==> src/rtl/cga_pkg.sv <==
package cga_pkg;
  localparam int PW = 8;
  typedef enum logic [2:0] {
    ST_IDLE,
    ST_SA,
    ST_SB,
    ST_CMP,
    ST_UPD
  } cga_state_e;
endpackage

==> src/rtl/cga_lfsr.sv <==
module cga_lfsr #(
  parameter logic [7:0] SEED = 8'd1
) (
  input  logic       clk,
  input  logic       rst_n,
  input  logic       adv,
  output logic [7:0] val
);
  always_ff @(posedge clk) begin
    if (!rst_n) val <= SEED;
    else if (adv) val <= {val[6:0], val[7] ^ val[5] ^ val[4] ^ val[3]};
  end
endmodule

==> src/rtl/cga_entry.sv <==
module cga_entry #(
  parameter int PW   = 8,
  parameter int STEP = 16
) (
  input  logic [PW-1:0] p,
  input  logic          win,
  input  logic          lose,
  output logic [PW-1:0] p_next,
  output logic          chg
);
  localparam logic [PW:0]   PMAX = (PW+1)'((1 << PW) - 1);
  localparam logic [PW-1:0] STP  = PW'(STEP);
  logic [PW:0] up;

  always_comb begin
    chg = win ^ lose;
    up  = {1'b0, p} + {1'b0, STP};
    if (!chg) p_next = p;
    else if (win) p_next = (up > PMAX) ? PMAX[PW-1:0] : up[PW-1:0];
    else p_next = (p < STP) ? '0 : p - STP;
  end
endmodule

==> src/rtl/cga_judge.sv <==
module cga_judge #(
  parameter int L = 8
) (
  input  logic [L-1:0] a,
  input  logic [L-1:0] b,
  output logic [L-1:0] win,
  output logic [L-1:0] lose
);
  localparam int CNTW = $clog2(L + 1);
  logic [CNTW-1:0] ca, cb;

  always_comb begin
    ca = '0;
    cb = '0;
    for (int i = 0; i < L; i++) begin
      ca = ca + CNTW'(a[i]);
      cb = cb + CNTW'(b[i]);
    end
    if (ca >= cb) begin
      win  = a;
      lose = b;
    end else begin
      win  = b;
      lose = a;
    end
  end
endmodule

==> src/rtl/cga_cell.sv <==
module cga_cell
  import cga_pkg::*;
#(
  parameter int L    = 8,
  parameter int STEP = 16,
  parameter int INIT = 128,
  parameter int CW   = 16,
  parameter int SEED = 1
) (
  input  logic            clk,
  input  logic            rst_n,
  input  logic            start,
  output logic            ldr_out_valid,
  input  logic            ldr_out_ready,
  output logic [L*PW-1:0] ldr_out_vec,
  output logic [CW-1:0]   ldr_out_conf,
  input  logic            ldr_in_valid,
  output logic            ldr_in_ready,
  input  logic [L*PW-1:0] ldr_in_vec,
  output logic            converged,
  output logic [L-1:0]    solution
);
  localparam logic [PW-1:0] INIT_V = PW'(INIT);

  cga_state_e          st;
  logic [L-1:0][PW-1:0] prob_q, p_nxt, rnd;
  logic [L-1:0]        draw, samp_a, samp_b, win_c, lose_c, win_q, lose_q;
  logic [L-1:0]        chg, extreme, ext_nxt;
  logic                any_chg, load_acc, stall, commit;

  assign ldr_in_ready = (st == ST_IDLE) || (st == ST_SA);
  assign load_acc     = ldr_in_valid && ldr_in_ready;
  assign any_chg      = |chg;
  assign stall        = (st == ST_UPD) && any_chg && ldr_out_valid && !ldr_out_ready;
  assign commit       = (st == ST_UPD) && !stall;
  assign converged    = &extreme;

  for (genvar i = 0; i < L; i++) begin : g_bit
    localparam logic [7:0] SD = 8'(((SEED + i * 29) % 255) + 1);
    logic adv;
    assign adv = ((st == ST_SA) && !ldr_in_valid) || (st == ST_SB);

    cga_lfsr #(.SEED(SD)) u_rng (
      .clk  (clk),
      .rst_n(rst_n),
      .adv  (adv),
      .val  (rnd[i])
    );

    cga_entry #(.PW(PW), .STEP(STEP)) u_ent (
      .p     (prob_q[i]),
      .win   (win_q[i]),
      .lose  (lose_q[i]),
      .p_next(p_nxt[i]),
      .chg   (chg[i])
    );

    assign draw[i]     = rnd[i] <= prob_q[i];
    assign extreme[i]  = (prob_q[i] == '0) || (&prob_q[i]);
    assign ext_nxt[i]  = (p_nxt[i] == '0) || (&p_nxt[i]);
    assign solution[i] = &prob_q[i];
  end

  cga_judge #(.L(L)) u_judge (
    .a   (samp_a),
    .b   (samp_b),
    .win (win_c),
    .lose(lose_c)
  );

  always_ff @(posedge clk) begin
    if (!rst_n) begin
      st     <= ST_IDLE;
      prob_q <= {L{INIT_V}};
      samp_a <= '0;
      samp_b <= '0;
      win_q  <= '0;
      lose_q <= '0;
    end else begin
      case (st)
        ST_IDLE: begin
          if (load_acc) prob_q <= ldr_in_vec;
          if (start) st <= ST_SA;
        end
        ST_SA: begin
          if (load_acc) prob_q <= ldr_in_vec;
          else begin
            samp_a <= draw;
            st     <= ST_SB;
          end
        end
        ST_SB: begin
          samp_b <= draw;
          st     <= ST_CMP;
        end
        ST_CMP: begin
          win_q  <= win_c;
          lose_q <= lose_c;
          st     <= ST_UPD;
        end
        ST_UPD: begin
          if (commit) begin
            prob_q <= p_nxt;
            st     <= (&ext_nxt) ? ST_IDLE : ST_SA;
          end
        end
        default: st <= ST_IDLE;
      endcase
    end
  end

  always_ff @(posedge clk) begin
    if (!rst_n) begin
      ldr_out_valid <= 1'b0;
      ldr_out_vec   <= {L{INIT_V}};
      ldr_out_conf  <= '0;
    end else begin
      if (ldr_out_valid && ldr_out_ready) ldr_out_valid <= 1'b0;
      if (commit && any_chg) begin
        ldr_out_valid <= 1'b1;
        ldr_out_vec   <= p_nxt;
        ldr_out_conf  <= ldr_out_conf + 1'b1;
      end
    end
  end
endmodule

==> config.mk <==
export PLATFORM = sky130hd
export DESIGN_NAME = cga_cell
export DESIGN_NICKNAME = d
export VERILOG_FILES = /design/src/rtl/cga_pkg.sv /design/src/rtl/cga_lfsr.sv /design/src/rtl/cga_entry.sv /design/src/rtl/cga_judge.sv /design/src/rtl/cga_cell.sv
export SDC_FILE = /design/constraint.sdc
export NUM_CORES = 1
export LEC_CHECK = 0
export BUFFER_PORTS_ARGS = -buffer_cell sky130_fd_sc_hd__buf_2
export CORE_MARGIN = 3
export CORE_UTILIZATION = 53
export CTS_BUF_LIST = sky130_fd_sc_hd__clkbuf_16
export CTS_CLUSTER_SIZE = 12
export DETAILED_ROUTE_END_ITERATION = 8
export MAX_ROUTING_LAYER = met4
export PLACE_DENSITY = 0.79
export SLEW_MARGIN = 5
export SYNTH_ARGS = -nofsm -noshare
export SYNTH_HDL_FRONTEND = slang
export SYNTH_HIERARCHICAL = 1
export SYNTH_SLANG_ARGS = --single-unit
export TNS_END_PERCENT = 5
==> constraint.sdc <==
create_clock -name clk -period 12.4 [get_ports clk]
set_input_delay 0.62 -clock clk [delete_from_list [all_inputs] [get_ports clk]]
set_output_delay 0.62 -clock clk [all_outputs]
set_load 0.005 [all_outputs]
==> impl_metrics.toml, run 1 <==
[status]
outcome = "finished clean"

[logic_synthesis]
avgSynthCellArea_um2 = 8.570
synth_top_family_by_area = "simple AND/OR/NAND/NOR gates"
synth_area_mm2 = 0.01573
synthMuxAreaShare = 0.09181
async_flop_share = 0
synth-main-ff-cell = "dfxtp_1"
synth_compound_area_frac = 0.2038
ys_seq_elements = 244
syn_nets = 2011
synth_enable_flop_cells = 0
synthDistinctLibCells = 62
syn_inst = 1835
synth-simple-area-share = 0.2150
synth_adder_area_share = 0.08895
yosysWarningCount = 6
ys_seq_area_frac = 0.3106
synthXorXnorAreaFrac = 0.02283

[clocking]
insertion_delay_ps = 540
cts_tree = "yes"
cts.repair.resized = 0
clock_sinks = 244
cts_buffer_depth = 3
cts.clk_slew.worst_paths_ps = 60
cts_hold_buf = 0
h-tree-depth = 1
cts_setup_buffers = 0
root_buffer = "clkbuf_16"
numCtsBuffers = 28

[floorplan]
rows = 62
coreArea_mm2 = 0.02894
start_util = 0.5435
dieWidth_um = 178.3
num_io_pins = 160
die_area_mm2 = 0.03177
fp.dieH_um = 178.3

[critical_path]
critPathTopFamily = "adder cells"
worstSetupEndpointType = "flop"
critPathCapture = "win_q[2]"
cp_slowest_cell = "a21oi_2"
path_class = "reg2reg"
reg2reg_to = "win_q[2]"
crit_buf_inv = 2
rrSetupSlack_ps = 7830
crit_path_start = "samp_b[0]"
cp_max_fo = 16
r2r_start = "samp_b[0]"
worstSetupStartpointType = "flop"
r2r_cells = 14
cpMostUsedCell = "fa_1"
critPathArrivalTime_ps = 4990
path_depth = 14
worstPathCellList = "inv_1 > fa_1 > fa_1 > fa_1 > inv_1 > ha_1 > fa_1 > xnor2_1 > ha_1 > o21ai_1 > a21oi_2 > mux2_1 > nand2_1 > a21boi_0"
slowest_delay_ps = 880
worstPathRequired_ps = 12830

[timing]
slew_headroom = 0.2172
fin_crit_sh = 0.3683
clock.fmax_mhz = 219.0
final_max_slew_viol_count = 0
setup_viol = 0
hold_ws_ps = 384.6
finClkSkew_ps = 11.86
rsz0062_at_grt = "false"
min_period_ps = 4567
hold_violations = 0
worst_pin_slew_ps = 1174
final.setup.tns_ps = 0

[cells_and_area]
layout_commonest_cell = "nand2_1"
nets = 2107
fill_cells = 2540
area_growth_pct = 10.48
final_cell_mix = "nand2_1 (319), dfxtp_1 (244), buf_2 (158)"
stdcell_count = 2338
utilization = 0.6005
drive_gt1_frac = 0.1527

[global_routing]
grt_pass1_vias = 12670
grt_antenna_before_repair = 2
grt_use_total = 0.2447
grt_overflow_total = 0
grt_max_degree = 116
grt_pass1_wl_um = 63510

[drt]
drc = 0
vias_per_cell = 5.786
vias = 13530
wl_per_cell_um = 16.76
drtIter0Drc = 881
ant_nets = 0
drt_pre_antenna_iters = 6
finalWirelength_um = 39180

[run]
max-cap-violations = 0

[hold_path]
hold_class = "in2reg"
whs_path_depth = 3

[power_and_ir_drop]
powerDensity_mw_per_mm2 = 118.7
peakVddDrop_mv = 0.09813
p_leak_uw = 0.008100

[placed_design]
dp.cells = 2285
gp_congestion = 0.9114
port_buffers = 159
hpwlAfterDp_um = 27420
==> registers in the layout, summed over array words and instances (netlist names) <==
signal and cells:
st 3, ldr_out_conf 16, g_bit.u_rng/val 64, samp_b 8, samp_a 8, win_q 8
ldr_out_valid 1, prob_q 64, ldr_out_vec 64, lose_q 8
==> worst min path at each step <==
stage | slack (ps) | start | endpoint
after floorplan | 440 | win_q[1] | win_q[1]
after global routing | 400 | ldr_in_vec[39] | prob_q[39]
after global placement | 440 | ldr_out_vec[12] | ldr_out_vec[12]
after CTS | 370 | ldr_in_vec[15] | prob_q[15]
after detailed placement | 450 | ldr_out_vec[1] | ldr_out_vec[1]
final | 380 | ldr_in_vec[39] | prob_q[39]
==> power breakdown <==
part	switching (uW)	internal, uW
sequential	62.8	821
clock	337	461
combinational	205	176
total	605	1460
==> cells by family after synthesis <==
group | Yosys count
and+or+nand+nor | 683
AOI/OAI and AO/OA | 392
DFF | 244
buffers and inverters | 224
muxes | 144
adders and majority gates | 107
xor gates and xnor gates | 41
==> layout make-up <==
cell class / count / area [um2] / share of cell area
repair buffers: 165 / 847.1 / 0.04875
flip-flops and latches: 244 / 4885 / 0.2811
well taps: 384 / 480.5 / 0.02765
inverters: 125 / 469.2 / 0.02701
diodes: 2 / 5.005 / 0.0002881
clock inverters: 22 / 151.4 / 0.008714
clock buffers: 29 / 725.7 / 0.04177
multi-input cells: 1367 / 9811 / 0.5647
==> Yosys cell counts, types with 19 or more instances <==
cell | number | area [um2]
nand2b_1 | 23 | 143.9
xnor2_1 | 28 | 245.2
nor2b_1 | 64 | 400.4
mux2i_1 | 142 | 1421
clkbuf_1 | 36 | 135.1
ha_1 | 99 | 1239
buf_6 | 19 | 214.0
a31oi_1 | 20 | 125.1
nand2_1 | 320 | 1201
o21ai_0 | 45 | 225.2
nor4_1 | 32 | 200.2
a21o_2 | 32 | 280.3
a21boi_1 | 57 | 427.9
buf_2 | 29 | 145.1
inv_1 | 125 | 469.2
nand4_1 | 60 | 375.4
nor3_1 | 27 | 135.1
o211a_1 | 56 | 560.5
a21oi_1 | 67 | 335.3
nor2_1 | 60 | 225.2
dfxtp_1 | 244 | 4885
==> worst min-delay path, cell delays in order <==
cell and delay, ps:
buf_2 80, mux2i_1 50, o211ai_1 140
==> layer usage <==
metal | up-vias | share of wire | track usage
met2 | 333 | 0.47 | 0.3997
li1 | 6662 | - | -
met1 | 6471 | 0.46 | 0.3222
met4 | 0 | 0.020 | 0.06006
met3 | 61 | 0.051 | 0.03363
met5 | - | 0 | -
==> stage by stage <==
step	power [uW]	worst slack, ps	instance area [um2]
after detailed placement	1274	7873	16490
after CTS	2075	7860	17370
after floorplan	1193	8522	15730
final	2063	7833	17370
after global placement	1258	7935	16490
after global routing	2157	7592	17370
No activity file was read; power rests on OpenSTA's default activity.
==> run 2: changes to the inputs <==
PLACE_DENSITY = 0.82   (was 0.79)
clock period = 4.2 ns   (was 12.4 ns; I/O delays follow)
==> run 2 against run 1 <==
Net effect:
- clock power rose to 2.9 times the previous value
- clock-buffer cell count unchanged
- cell count up 0.77%
- final area up 1.5%
- critical path depth up 2
- global-route usage up 0.69 points
- sequential cell count unchanged
- power rose to 3.0 times the previous value
- die area unchanged
- sequential power rose to 3.0 times the previous value
- setup slack worse by 7800 ps
- fmax up 9.1%
==> impl_metrics.toml, run 2 (synthesized netlist as in run 1, its figures left out) <==
[power_and_ir_drop]
report.power.total_uw = 6216
powerDensity_mw_per_mm2 = 352.4
p_leak_uw = 0.008241
peakVddDrop_mv = 0.2580

[critical_path]
slowest_delay_ps = 560
worstSetupEndpointType = "flop"
crit_path_start = "samp_a[0]"
cp_max_fo = 6
path_class = "reg2reg"
worstSetupStartpointType = "flop"
cp_slowest_cell = "fa_1"
worstPathRequired_ps = 4630
worstPathCellList = "inv_2 > fa_1 > fa_1 > fa_1 > inv_1 > ha_2 > inv_2 > fa_2 > inv_2 > ha_4 > a2111oi_4 > a21oi_4 > buf_6 > mux2_4 > nand2_2 > a21boi_1"
r2r_start = "samp_a[0]"
critPathArrivalTime_ps = 4620

[cells_and_area]
final_cell_mix = "nand2_1 (318), dfxtp_1 (241), buf_2 (158)"
nets = 2128
top_regs = "g_bit.u_rng/val (64), ldr_out_vec (64), prob_q (64)"
fin_area_mm2 = 0.01764
utilization = 0.6095
fill_cells = 2452
drive_gt1_frac = 0.1678
area_growth_pct = 12.15
layout_commonest_cell = "nand2_1"
diodes = 0
seq_area_mm2 = 0.004888
multiInputGateArea_mm2 = 0.009859

[global_routing]
grt_antenna_before_repair = 0
grt_use_total = 0.2517
grt_pass1_vias = 13020
grt_pass1_wl_um = 65180
grt_max_degree = 131
grt_overflow_total = 0

[clocking]
cts.clk_slew.worst_paths_ps = 60
clock_sinks = 244
insertion_delay_ps = 540
cts_buffer_depth = 3
root_buffer = "clkbuf_16"
cts_tree = "yes"
numCtsBuffers = 28
h-tree-depth = 1

[drt]
drt_pre_antenna_iters = 6
ant_nets = 0
vias = 13720
wl_per_cell_um = 16.92
drtIter0Drc = 831
vias_per_cell = 5.825
finalWirelength_um = 39850
drc = 0

[floorplan]
start_util = 0.5435
dieWidth_um = 178.3
coreArea_mm2 = 0.02894
fp.dieH_um = 178.3
rows = 62
die_area_mm2 = 0.03177
num_io_pins = 160

[timing]
finClkSkew_ps = 10.57
worst_pin_slew_ps = 1125
slew_headroom = 0.2494
rsz0062_at_grt = "true"
fin_crit_sh = 0.9966
setup_viol = 0
hold_violations = 0
clock.fmax_mhz = 238.9
min_period_ps = 4186
final_max_slew_viol_count = 0

[run]
max-cap-violations = 0

[placed_design]
place_area_mm2 = 0.01657
port_buffers = 159
hpwlAfterDp_um = 27930
gp_congestion = 0.8930

[hold_path]
min-delay-start = "ldr_in_vec[5]"
hold_class = "in2reg"

[status]
outcome = "finished clean"
[run 2: cell count changes in the layout (fill, tap and decap cells not counted), sizes merged]
| cell | before | now |
|---|---|---|
| diode | 2 | 0 |
| buf | 165 | 178 |
| inv | 130 | 131 |
| dlygate4sd3 | 0 | 8 |
| clkinvlp | 3 | 1 |
[run 2: through the flow]
step,setup TNS [ps],hold WS [ps],setup WS (ps),std cells
CTS,0,1.173,26.45,2352
floorplan,0,271.9,322.2,1835
global placement,-580.7,439.4,-80.96,2292
finish,0,20.50,14.31,2356
detailed placement,-1368,443.2,-184.4,2292
global route,-580.7,30.45,-103.6,2356
[run 2: report_power, final]
part | total, uW | switching [uW] | internal (uW)
Sequential | 2610 | 191 | 2420
Combinational | 1250 | 645 | 609
Clock | 2350 | 984 | 1360
Total | 6220 | 1820 | 4400
[run 2: layout make-up]
class / count / area share
Multi-Input combinational cell: 1367 / 0.5590
Sequential cell: 244 / 0.2772
Timing Repair Buffer: 186 / 0.06037
Clock buffer: 29 / 0.04115
Tap cell: 384 / 0.02724
Inverter: 125 / 0.02660
Clock inverter: 21 / 0.008442
[run 2: metal layers]
layer / vias up / wire [um] / track usage
met5: - / 0 / -
met4: 0 / 889 / 0.06429
met3: 60 / 2055 / 0.02959
met2: 352 / 18890 / 0.4191
met1: 6595 / 18020 / 0.3266
li1: 6717 / - / -
[run 2: critical path: cells and delay by family (launching register included)]
kind | cells | cell delay [ps]
flip-flops | 1 | 330
buffers and inverters | 5 | 340
adder cells (fa/ha/maj) | 6 | 2450
AO/OA/AOI/OAI | 3 | 580
multiplexers | 1 | 300
AND/OR/NAND/NOR | 1 | 60
[run 2: path summary, 6_finish.rpt]
| path | endpoint | slack (ps) | cells past startpoint |
|---|---|---|---|
| worst min register to register | ldr_out_vec[32] | 450 | 2 |
| worst max-delay path | lose_q[2] | 10 | 16 |
| worst min-delay path | prob_q[5] | 20 | 4 |
| worst max register to register | lose_q[2] | 10 | 16 |
[run 2: repair_timing]
| action | in CTS | in global routing |
|---|---|---|
| hold endpoints to repair | 8 | 0 |
| buffers inserted | 2 | 4 |
| hold buffers | 8 | 0 |
| setup endpoints to repair | 14 | 14 |
| pin swaps | 1 | 12 |
| gates resized for setup | 1 | 37 |
